[config.mk]
export PLATFORM = sky130hd
export DESIGN_NAME = spi_frame_rx
export DESIGN_NICKNAME = d
export VERILOG_FILES = /design/src/rtl/spi_rx_pkg.sv /design/src/rtl/spi_rx_sync.sv /design/src/rtl/spi_rx_edge.sv /design/src/rtl/spi_rx_shift.sv /design/src/rtl/spi_frame_rx.sv
export SDC_FILE = /design/constraint.sdc
export NUM_CORES = 1
export LEC_CHECK = 0
export BUFFER_PORTS_ARGS = -buffer_cell sky130_fd_sc_hd__buf_2
export CORE_MARGIN = 2
export CORE_UTILIZATION = 40
export CTS_CLUSTER_SIZE = 24
export DETAILED_ROUTE_END_ITERATION = 8
export SLEW_MARGIN = 20
export SYNTH_ARGS = -nofsm -noshare
export SYNTH_HDL_FRONTEND = slang
export SYNTH_SLANG_ARGS = --single-unit
[constraint.sdc]
create_clock -name clk -period 2.55 [get_ports clk]
set_input_delay 0.255 -clock clk [delete_from_list [all_inputs] [get_ports clk]]
set_output_delay 0.255 -clock clk [all_outputs]
set_load 0.005 [all_outputs]
[src/rtl/spi_rx_pkg.sv]
package spi_rx_pkg;

    localparam int FRAME_W = 16;
    localparam int CMD_W   = 4;
    localparam int DATA_W  = FRAME_W - CMD_W;
    localparam int CNT_W   = $clog2(FRAME_W + 1);

    typedef struct packed {
        logic [CMD_W-1:0]  cmd;
        logic [DATA_W-1:0] data;
    } frame_t;

    typedef enum logic {
        END_ON_CS   = 1'b0,
        END_ON_EDGE = 1'b1
    } end_mode_e;

    // Rising-edge capture for modes 0 and 3, or whenever DSP capture is forced
    function automatic logic capture_on_rise(input logic cpol, input logic cpha,
                                             input logic dsp);
        return dsp | (cpol ~^ cpha);
    endfunction

endpackage

[src/rtl/spi_rx_sync.sv]
module spi_rx_sync #(
    parameter int             W       = 3,
    parameter int             STAGES  = 2,
    parameter logic [W-1:0]   RST_VAL = '0
) (
    input  logic         clk,
    input  logic         rst,
    input  logic [W-1:0] d,
    output logic [W-1:0] q
);
    logic [STAGES-1:0][W-1:0] stg;

    always_ff @(posedge clk) begin
        if (rst) begin
            for (int s = 0; s < STAGES; s++) stg[s] <= RST_VAL;
        end else begin
            stg[0] <= d;
            for (int s = 1; s < STAGES; s++) stg[s] <= stg[s-1];
        end
    end

    assign q = stg[STAGES-1];
endmodule

[src/rtl/spi_rx_edge.sv]
module spi_rx_edge (
    input  logic clk,
    input  logic rst,
    input  logic sclk_s,
    input  logic cs_n_s,
    input  logic cap_rise,
    output logic cap_pulse,
    output logic cs_release
);
    logic sclk_prev;
    logic cs_prev;
    logic rise;
    logic fall;

    always_ff @(posedge clk) begin
        if (rst) begin
            sclk_prev <= 1'b0;
            cs_prev   <= 1'b1;
        end else begin
            sclk_prev <= sclk_s;
            cs_prev   <= cs_n_s;
        end
    end

    always_comb begin
        rise       = sclk_s & ~sclk_prev;
        fall       = ~sclk_s & sclk_prev;
        cap_pulse  = (cap_rise ? rise : fall) & ~cs_n_s;
        cs_release = cs_n_s & ~cs_prev;
    end


    cap_single_chk: assert property (@(posedge clk) disable iff (rst)
        cap_pulse |=> !cap_pulse);
endmodule

[src/rtl/spi_rx_shift.sv]
module spi_rx_shift
    import spi_rx_pkg::*;
(
    input  logic      clk,
    input  logic      rst,
    input  end_mode_e end_mode,
    input  logic      cs_n_s,
    input  logic      din_s,
    input  logic      cap_pulse,
    input  logic      cs_release,
    output logic      frame_done,
    output frame_t    frame_word,
    output logic      msb
);
    localparam logic [CNT_W-1:0] FULL = CNT_W'(FRAME_W);
    localparam logic [CNT_W-1:0] LAST = CNT_W'(FRAME_W - 1);

    logic [FRAME_W-1:0] sh;
    logic [CNT_W-1:0]   cnt;
    logic [FRAME_W-1:0] sh_next;

    assign sh_next = {sh[FRAME_W-2:0], din_s};

    always_ff @(posedge clk) begin
        if (rst) begin
            sh  <= '0;
            cnt <= '0;
        end else if (cs_n_s) begin
            cnt <= '0;
        end else if (cap_pulse) begin
            sh <= sh_next;
            if (end_mode == END_ON_EDGE && cnt == LAST) cnt <= '0;
            else if (cnt != FULL)                      cnt <= cnt + 1'b1;
        end
    end

    always_comb begin
        frame_done = 1'b0;
        frame_word = frame_t'(sh);
        if (end_mode == END_ON_EDGE) begin
            frame_done = cap_pulse && !cs_n_s && cnt == LAST;
            frame_word = frame_t'(sh_next);
        end else begin
            frame_done = cs_release && cnt == FULL;
        end
    end

    assign msb = sh[FRAME_W-1];


    cnt_range_chk: assert property (@(posedge clk) disable iff (rst)
        cnt <= FULL);

    cs_clears_chk: assert property (@(posedge clk) disable iff (rst)
        cs_n_s |=> cnt == '0);

    cs_hold_chk: assert property (@(posedge clk) disable iff (rst)
        cs_n_s |=> $stable(sh));

    edge_wrap_chk: assert property (@(posedge clk) disable iff (rst)
        (frame_done && end_mode == END_ON_EDGE) |=> cnt == '0);
endmodule

[src/rtl/spi_frame_rx.sv]
module spi_frame_rx
    import spi_rx_pkg::*;
#(
    parameter int SYNC_STAGES = 2
) (
    input  logic              clk,
    input  logic              rst,
    input  logic              cfg_cpol,
    input  logic              cfg_cpha,
    input  logic              cfg_dsp,
    input  logic              cfg_end_mode,
    input  logic              cs_n,
    input  logic              sclk,
    input  logic              din,
    output logic              dout,
    output logic              frm_valid,
    output logic [CMD_W-1:0]  frm_cmd,
    output logic [DATA_W-1:0] frm_data
);
    logic [2:0] sync_q;
    logic       sclk_s, cs_n_s, din_s;
    logic       cap_pulse, cs_release;
    logic       frame_done;
    frame_t     frame_word;
    frame_t     frame_q;
    logic       valid_q;
    end_mode_e  end_mode;

    assign end_mode = end_mode_e'(cfg_end_mode);

    spi_rx_sync #(.W(3), .STAGES(SYNC_STAGES), .RST_VAL(3'b010)) u_sync (
        .clk (clk),
        .rst (rst),
        .d   ({sclk, cs_n, din}),
        .q   (sync_q)
    );
    assign {sclk_s, cs_n_s, din_s} = sync_q;

    spi_rx_edge u_edge (
        .clk        (clk),
        .rst        (rst),
        .sclk_s     (sclk_s),
        .cs_n_s     (cs_n_s),
        .cap_rise   (capture_on_rise(cfg_cpol, cfg_cpha, cfg_dsp)),
        .cap_pulse  (cap_pulse),
        .cs_release (cs_release)
    );

    spi_rx_shift u_shift (
        .clk        (clk),
        .rst        (rst),
        .end_mode   (end_mode),
        .cs_n_s     (cs_n_s),
        .din_s      (din_s),
        .cap_pulse  (cap_pulse),
        .cs_release (cs_release),
        .frame_done (frame_done),
        .frame_word (frame_word),
        .msb        (dout)
    );

    always_ff @(posedge clk) begin
        if (rst) begin
            valid_q <= 1'b0;
            frame_q <= '0;
        end else begin
            valid_q <= frame_done;
            if (frame_done) frame_q <= frame_word;
        end
    end

    assign frm_valid = valid_q;
    assign frm_cmd   = frame_q.cmd;
    assign frm_data  = frame_q.data;


    valid_single_chk: assert property (@(posedge clk) disable iff (rst)
        frm_valid |=> !frm_valid);

    frame_hold_chk: assert property (@(posedge clk) disable iff (rst)
        !frame_done |=> $stable({frm_cmd, frm_data}));
endmodule

==> results of run 1 <==
state kept, by name (all words and copies together) (netlist names):
signal and flops:
u_shift.cnt 5, frm_valid 1, u_sync.stg 3, frm_data 12
frm_cmd 4, u_sync.q 3, u_edge.sclk_prev 1, u_edge.cs_prev 1
u_shift.sh 16
cells by family after synthesis:
logic type                 Yosys count  synth area share [%]
and+or+nand+nor                     58                  14.5
adders and majority gates            2                  1.34
muxes                               34                  18.2
AOI/OAI and AO/OA                   27                  11.9
xor gates and xnor gates             1                 0.469
DFF                                 46                  49.3
buffers and inverters               16                  4.22
area by class of cell:
| type | instances | area (um^2) | area share [%] |
|---|---|---|---|
| multi-input combinational | 122 | 872 | 40.9 |
| sequential | 46 | 921 | 43.2 |
| timing repair buffer | 31 | 168 | 7.86 |
| inverter | 4 | 15.0 | 0.704 |
| clock inverter | 1 | 5.00 | 0.235 |
| tap | 52 | 65.1 | 3.05 |
| clock buffer | 7 | 86.3 | 4.05 |
where the power goes:
group / switching, W / internal (W) / total (W)
Sequential: 0.00000231 / 0.000723 / 0.000725
Combinational: 0.0000255 / 0.0000173 / 0.0000428
Clock: 0.000242 / 0.000219 / 0.000461
Total: 0.000270 / 0.000959 / 0.00123
cell usage in the layout, fill, tap and decap left out, drive strengths merged:
cell | netlist | routed
a2111o | 1 | 1
a211oi | 1 | 1
a21oi | 2 | 2
a221oi | 16 | 16
a311oi | 1 | 1
a41o | 1 | 1
a41oi | 1 | 1
and2b | 1 | 1
buf | 7 | 31
clkbuf | 5 | 7
clkinv | 0 | 1
dfxtp | 46 | 46
ha | 2 | 2
inv | 4 | 4
mux2i | 34 | 34
nand2 | 7 | 7
nand2b | 2 | 2
nand3 | 2 | 2
nor2 | 35 | 35
nor2b | 6 | 6
nor3 | 1 | 1
nor4b | 1 | 1
o211ai | 1 | 1
o21ai | 2 | 2
o32ai | 1 | 1
or2 | 2 | 2
or4b | 1 | 1
xnor2 | 1 | 1
worst paths after layout:
kind | slack, ns | cells past startpoint | startpoint | to
max | 0.53 | 5 | u_sync.q[2]$_SDFF_PP0_ | frm_cmd[0]$_SDFFE_PP0P_
min | 0.14 | 2 | cs_n | u_sync.stg[1]$_SDFF_PP1_
min reg2reg | 0.42 | 1 | u_sync.stg[1]$_SDFF_PP1_ | u_sync.q[1]$_SDFF_PP1_
max reg2reg | 0.53 | 5 | u_sync.q[2]$_SDFF_PP0_ | frm_cmd[0]$_SDFFE_PP0P_
through the flow:
stage	utilization, %	area [um^2]	total power [W]	hold WS (ns)	worst slack, ns
2_1_floorplan	-	1870	0.000772	0.359	0.627
3_3_place_gp	46.2	2040	0.000784	0.395	0.463
3_5_place_dp	46.2	2040	0.000785	0.402	0.388
4_1_cts	48.3	2130	0.00124	0.130	0.536
5_1_grt	48.3	2130	0.00128	0.132	0.427
6_report	48.3	2130	0.00123	0.138	0.531
layer usage:
layer	global-route usage, %	up-vias	part of all wire, %
met1	21.4	695	49
li1	-	704	-
met2	24.7	19	46
met3	3.61	8	3.4
met4	6.29	0	1.7
met5	0	-	0
==> key figures, run 1 <==
STA
  • Final Max Slew Viols: 0
  • Fin Clk Skew: 0.00535 ns
  • Tcrit/Tclk final: 79.2%
  • Worst slew pin tran: 0.678 ns
  • Min Clock Period, post-route: 2.02 ns
  • Setup TNS: 0 ns
  • Fmax: 495 MHz
  • RSZ-0062 raised after global routing: false
  • Setup violations, final: 0
  • Relative slew slack: 54.8%
  • Final Hold Fails: 0

Worst setup path
  • Max stage delay on crit path: 0.57 ns
  • Critical Path Fanout Max: 12
  • Critical path's top delay family: simple AND/OR/NAND/NOR gates
  • CP max-delay cell: or4b_4
  • Crit path capture type: register
  • Worst setup SP type: register
  • Required time worst endpoint: 2.70 ns
  • WS Path Type: register to register
  • WP buf/inv: 1
  • Crit path DAT: 2.16 ns
  • Crit-path cells: or4b_4, a2111o_1, nand2b_1, buf_4, a221oi_1

Synth
  • Top-count cell post-synth: dfxtp_1
  • FF+latch count, synth: 46
  • Synthesized cell area: 1870 um^2
  • Post-Synthesis Cells: 184
  • Most area-hungry cell type in the Yosys netlist: dfxtp_1
  • Yosys warning count: 0
  • Synth Area per Inst: 10.2 um^2
  • Ys async rst share: 0%
  • Register area share after synthesis: 49.3%
  • Library cells used by synthesis: 30
  • Synth Net Count: 195
  • Synth top area share: 49.3%
  • Post-synth top flop: dfxtp_1
  • Most frequent cells after synthesis: dfxtp_1, nor2_1, mux2i_1, a221oi_1, nand2_1
  • Largest cells by area after synthesis: dfxtp_1, mux2i_1, a221oi_1
  • Number of synthesized flops with an enable pin: 0

Placed design
  • Routability cong.: 0.778
  • PortBufs: 26
  • Post-DP HPWL: 2600 um
  • Cells after DPL: 255

Min path
  • Hold Crit Class: primary input to register

Routing
  • Drt pass-1 iters: 4
  • # DRC: 0
  • ANT nets after route: 0
  • Iteration-0 DRC Markers: 90
  • Vias per cell: 5.42
  • Final wirelength: 3880 um
  • DR vias: 1,426
  • Drt wl/cell: 14.7 um

Clocking
  • CTS root buffer: clkbuf_8
  • Post-CTS repair timing setup buffer count: 0
  • H-tree depth: 2
  • Num CTS Buffers: 5
  • Clock Tree Buf Depth: 2
  • Clock Sinks: 46
  • Post-CTS resize count: 0
  • TritonCTS clock tree: built
  • Skew-Pair Late Insertion Delay: 0.30 ns
  • CTS Hold Buffers Added: 0
  • Clock transition at the registers of the reported paths: 0.08 ns

GRT
  • Grt total ovfl: 0
  • Initial antenna violation count: 0
  • Largest net degree at the start of global routing: 42
  • First-pass GRT wire length: 6540 um
  • Aggregate global-route resource usage: 15.9%
  • Vias in the first global route: 1,358

Die
  • Die ar.: 5230 um^2
  • Boundary Pins: 27
  • Die extent in x: 72.3 um
  • Rows: 24
  • Starting density of the core: 42.3%
  • Core area: 4410 um^2
  • DIE HEIGHT: 72.3 um

Final layout
  • Share of cells above drive strength 1: 20.4%
  • Nets: 221
  • Area Overhead vs Synth: 14.1%
  • Finished Layout Cells: 263
  • Fill cells: 425
  • ANT cells: 0

Job
  • Maxcap violations: 0

Pwr
  • P per Cell Area: 576 nW/um^2
  • Pleak: 0.853 nW
  • Worst vdd ir: 0.000353 V

Run status
  • Status: finished clean
Power figures use the tool's default switching activity.
==> run 2, diff against run 1 <==
- ABC_AREA: unset -> 1
- clock period: 2.55 -> 1.87 ns (I/O delays scaled with it)
==> run 2 against run 1 <==
  * Synthesized cell count grew 59%
  * Power grew 41%
  * Largest power group unchanged
  * Combinational power grew 110%
==> key figures, run 2 <==
Clocking
  • Num CTS Buffers: 5 (unchanged)
  • Clock Sinks: 46 (unchanged)
  • CTS Hold Buffers Added: 0 (unchanged)
  • Post-CTS resize count: 0 (unchanged)
  • CTS root buffer: clkbuf_8
  • Clock Tree Buf Depth: 2 (unchanged)
  • Skew-Pair Late Insertion Delay: 0.30 ns (about the same)
  • TritonCTS clock tree: built
  • Clock transition at the registers of the reported paths: 0.09 ns (about the same)
  • Post-CTS repair timing setup buffer count: 0 (unchanged)
  • H-tree depth: 2 (unchanged)

Placed design
  • PortBufs: 26 (unchanged)
  • Post-DP HPWL: 2520 um (-3.3%)
  • Routability cong.: 0.806 (+3.7%)

Routing
  • DR vias: 1,751 (+23%)
  • Iteration-0 DRC Markers: 124 (+38%)
  • # DRC: 0 (unchanged)
  • Drt wl/cell: 10.1 um (-31%)
  • ANT nets after route: 0 (unchanged)
  • Drt pass-1 iters: 4 (unchanged)
  • Final wirelength: 3890 um (+0.15%)
  • Vias per cell: 4.56 (-16%)

Final layout
  • Fill cells: 540 (+27%)
  • Reg area: 921 um^2 (unchanged)
  • Layout Utilization: 47.2% (-1.1 points)
  • Area Overhead vs Synth: 13.0%
  • Multi-input logic area: 936 um^2 (+7.3%)
  • Most frequent cells in the layout: inv_1, nand2_1, dfxtp_1
  • Biggest register: u_shift.sh
  • Nets: 324 (+47%)
  • Share of cells above drive strength 1: 19.1% (-1.3 points)
  • Largest register FFs: 16 (unchanged)
  • ANT cells: 0 (unchanged)

Die
  • Die extent in x: 77.3 um (+6.8%)
  • Rows: 26 (+8.3%)
  • Boundary Pins: 27 (unchanged)
  • Core area: 5140 um^2 (+16%)
  • Die ar.: 5970 um^2 (+14%)
  • DIE HEIGHT: 77.3 um (+6.8%)
  • Starting density of the core: 41.8% (-0.52 points)

Pwr
  • P per Cell Area: 713 nW/um^2 (+24%)
  • Register share of total power: 58.0% (-1.0 points)
  • Internal power: 0.00132 W (+38%)
  • Clock share of power: 36.8% (-0.7 points)
  • Combinational share of power: 5.3% (+1.8 points)
  • Sw Pwr: 0.000407 W (+51%)
  • Sw Ratio: 23.5% (+1.6 points)
  • Worst vdd ir: 0.000426 V (+21%)
  • Pleak: 1.17 nW (+37%)

STA
  • Setup TNS: 0 ns (unchanged)
  • RSZ-0062 raised after global routing: false
  • Relative slew slack: 80.0% (+25 points)
  • Worst slew pin tran: 0.299 ns (-0.378 ns)
  • Final Hold Fails: 0 (unchanged)
  • Fmax: 618 MHz (+25%)
  • Setup violations, final: 0 (unchanged)
  • Final Max Slew Viols: 0 (unchanged)
  • Tcrit/Tclk final: 86.6% (+7.4 points)
  • Fin Clk Skew: 0.00678 ns (+0.00143 ns)
  • Min Clock Period, post-route: 1.62 ns (-0.400 ns)

Synth
  • Library cells used by synthesis: 24 (-20%)
  • Post-Synthesis Cells: 292 (+59%)
  • Number of synthesized flops with an enable pin: 0 (unchanged)
  • Most frequent cells after synthesis: inv_1, nand2_1, dfxtp_1, a21oi_1, o21ai_0
  • Synth Net Count: 303 (+55%)
  • Yosys warning count: 0 (unchanged)
  • Post-synth top flop: dfxtp_1
  • Register area share after synthesis: 42.9% (-6.4 points)
  • Synth Area per Inst: 7.36 um^2 (-28%)
  • Synthesized cell area: 2150 um^2 (+15%)
  • Ys async rst share: 0% (unchanged)
  • FF+latch count, synth: 46 (unchanged)
  • Most area-hungry cell type in the Yosys netlist: dfxtp_1
  • Synth top area share: 42.9% (-6.4 points)
  • Largest cells by area after synthesis: dfxtp_1, a21oi_1, inv_1

Worst setup path
  • Crit path capture type: register
  • Crit path DAT: 1.81 ns (-0.35 ns)
  • Launching point of the worst reg2reg path: u_shift.cnt[0]$_SDFFE_PP0P_
  • Setup slack, reg-to-reg: 0.25 ns (-0.28 ns)
  • Worst setup SP type: register
  • R2R Path End: frm_data[3]$_SDFFE_PP0P_
  • R2r worst-path depth: 7 (+2)
  • Required time worst endpoint: 2.06 ns (-0.64 ns)
  • Critical Path Fanout Max: 33 (+21)
  • WS Path Type: register to register

GRT
  • Grt total ovfl: 0 (unchanged)
  • Vias in the first global route: 1,614 (+19%)
  • Largest net degree at the start of global routing: 34 (-19%)
  • Initial antenna violation count: 0 (unchanged)
  • First-pass GRT wire length: 7090 um (+8.3%)
  • Aggregate global-route resource usage: 14.8% (-1.1 points)

Min path
  • Hold path cells: 2 (unchanged)
  • Worst Hold Path EP: u_sync.stg[1]$_SDFF_PP1_
  • Hold Crit Class: primary input to register
  • Worst Hold Launch: cs_n

Job
  • Maxcap violations: 0 (unchanged)

Run status
  • Status: finished clean
==> run 2: cell count changes in the layout (fill, tap and decap cells not counted), sizes merged, moves of 2 or more <==
| cell | change |
|---|---|
| a21oi | +36 |
| a221oi | -16 |
| inv | +45 |
| mux2i | -34 |
| nand2 | +41 |
| nand2b | -2 |
| nand3 | +20 |
| nand4 | +2 |
| nor2 | -7 |
| nor2b | -6 |
| o21ai | +32 |
==> run 2: kinds of logic (layout without fill, tap and decap cells) <==
family          after synthesis  after routing  synth area share [%]
flops                        46             46                  42.9
fa+ha+maj                     2              2                  1.16
buf+inv                      66             88                  13.6
simple gates                104            104                  24.6
compound gates               72             72                  16.9
xor+xnor                      2              2                 0.816
==> run 2: power by group through the flow <==
stage	Combinational (W)	Sequential, W	Clock, W
final	0.0000915	0.00100	0.000637
after global routing	0.000108	0.00101	0.000713
after CTS	0.0000928	0.00100	0.000661
after detailed placement	0.0000927	0.00103	0
after global placement	0.0000919	0.00103	0
after floorplan	0.0000676	0.00103	0
==> run 2: area by class of cell <==
cell class	instances	share of cell area (%)
multi-input cells	180	38.5
well taps	70	3.61
inverters	49	7.57
clock inverters	2	0.515
repair buffers	31	8.45
flip-flops and latches	46	37.9
clock buffers	6	3.40
==> run 2: worst max-delay path: stages (launching register included) <==
cell and delay [ns]:
dfxtp_1 0.39, ha_1 0.22, nand3_2 0.13, nor3_4 0.21, nand4_4 0.14, buf_12 0.19
a21oi_1 0.15, nor2_1 0.06
==> run 2: worst max-delay path by stage <==
| stage | startpoint | end | slack (ns) | depth (start not counted) |
|---|---|---|---|---|
| final | u_shift.cnt[0]$_SDFFE_PP0P_ | frm_data[3]$_SDFFE_PP0P_ | 0.25 | 7 |
| after CTS | u_shift.cnt[0]$_SDFFE_PP0P_ | frm_data[3]$_SDFFE_PP0P_ | 0.25 | 7 |
| after global routing | u_shift.cnt[0]$_SDFFE_PP0P_ | frm_data[2]$_SDFFE_PP0P_ | 0.09 | 7 |
| after detailed placement | u_shift.cnt[0]$_SDFFE_PP0P_ | frm_data[3]$_SDFFE_PP0P_ | 0.28 | 7 |
| after floorplan | u_shift.cnt[0]$_SDFFE_PP0P_ | frm_data[0]$_SDFFE_PP0P_ | 0.40 | 7 |
| after global placement | u_shift.cnt[0]$_SDFFE_PP0P_ | frm_data[10]$_SDFFE_PP0P_ | 0.32 | 7 |
==> run 2: through the flow <==
step | power [W] | cell area [um^2] | hold slack [ns] | worst slack (ns) | instances
floorplan | 0.00109 | 2150 | 0.291 | 0.399 | 292
global placement | 0.00112 | 2330 | 0.376 | 0.316 | 376
detailed placement | 0.00112 | 2330 | 0.381 | 0.281 | 376
CTS | 0.00176 | 2430 | 0.0658 | 0.247 | 384
global route | 0.00183 | 2430 | 0.0741 | 0.0926 | 384
finish | 0.00173 | 2430 | 0.0778 | 0.251 | 384
==> run 2: layer usage <==
metal | share of wire, % | GRT usage (%) | up-vias | wire length, um
met5 | 0 | 0 | - | 0
met2 | 47 | 24.4 | 23 | 1810
met1 | 49 | 18.2 | 768 | 1910
met4 | 1.0 | 5.89 | 0 | 40
li1 | - | - | 958 | -
met3 | 3.2 | 4.00 | 2 | 123
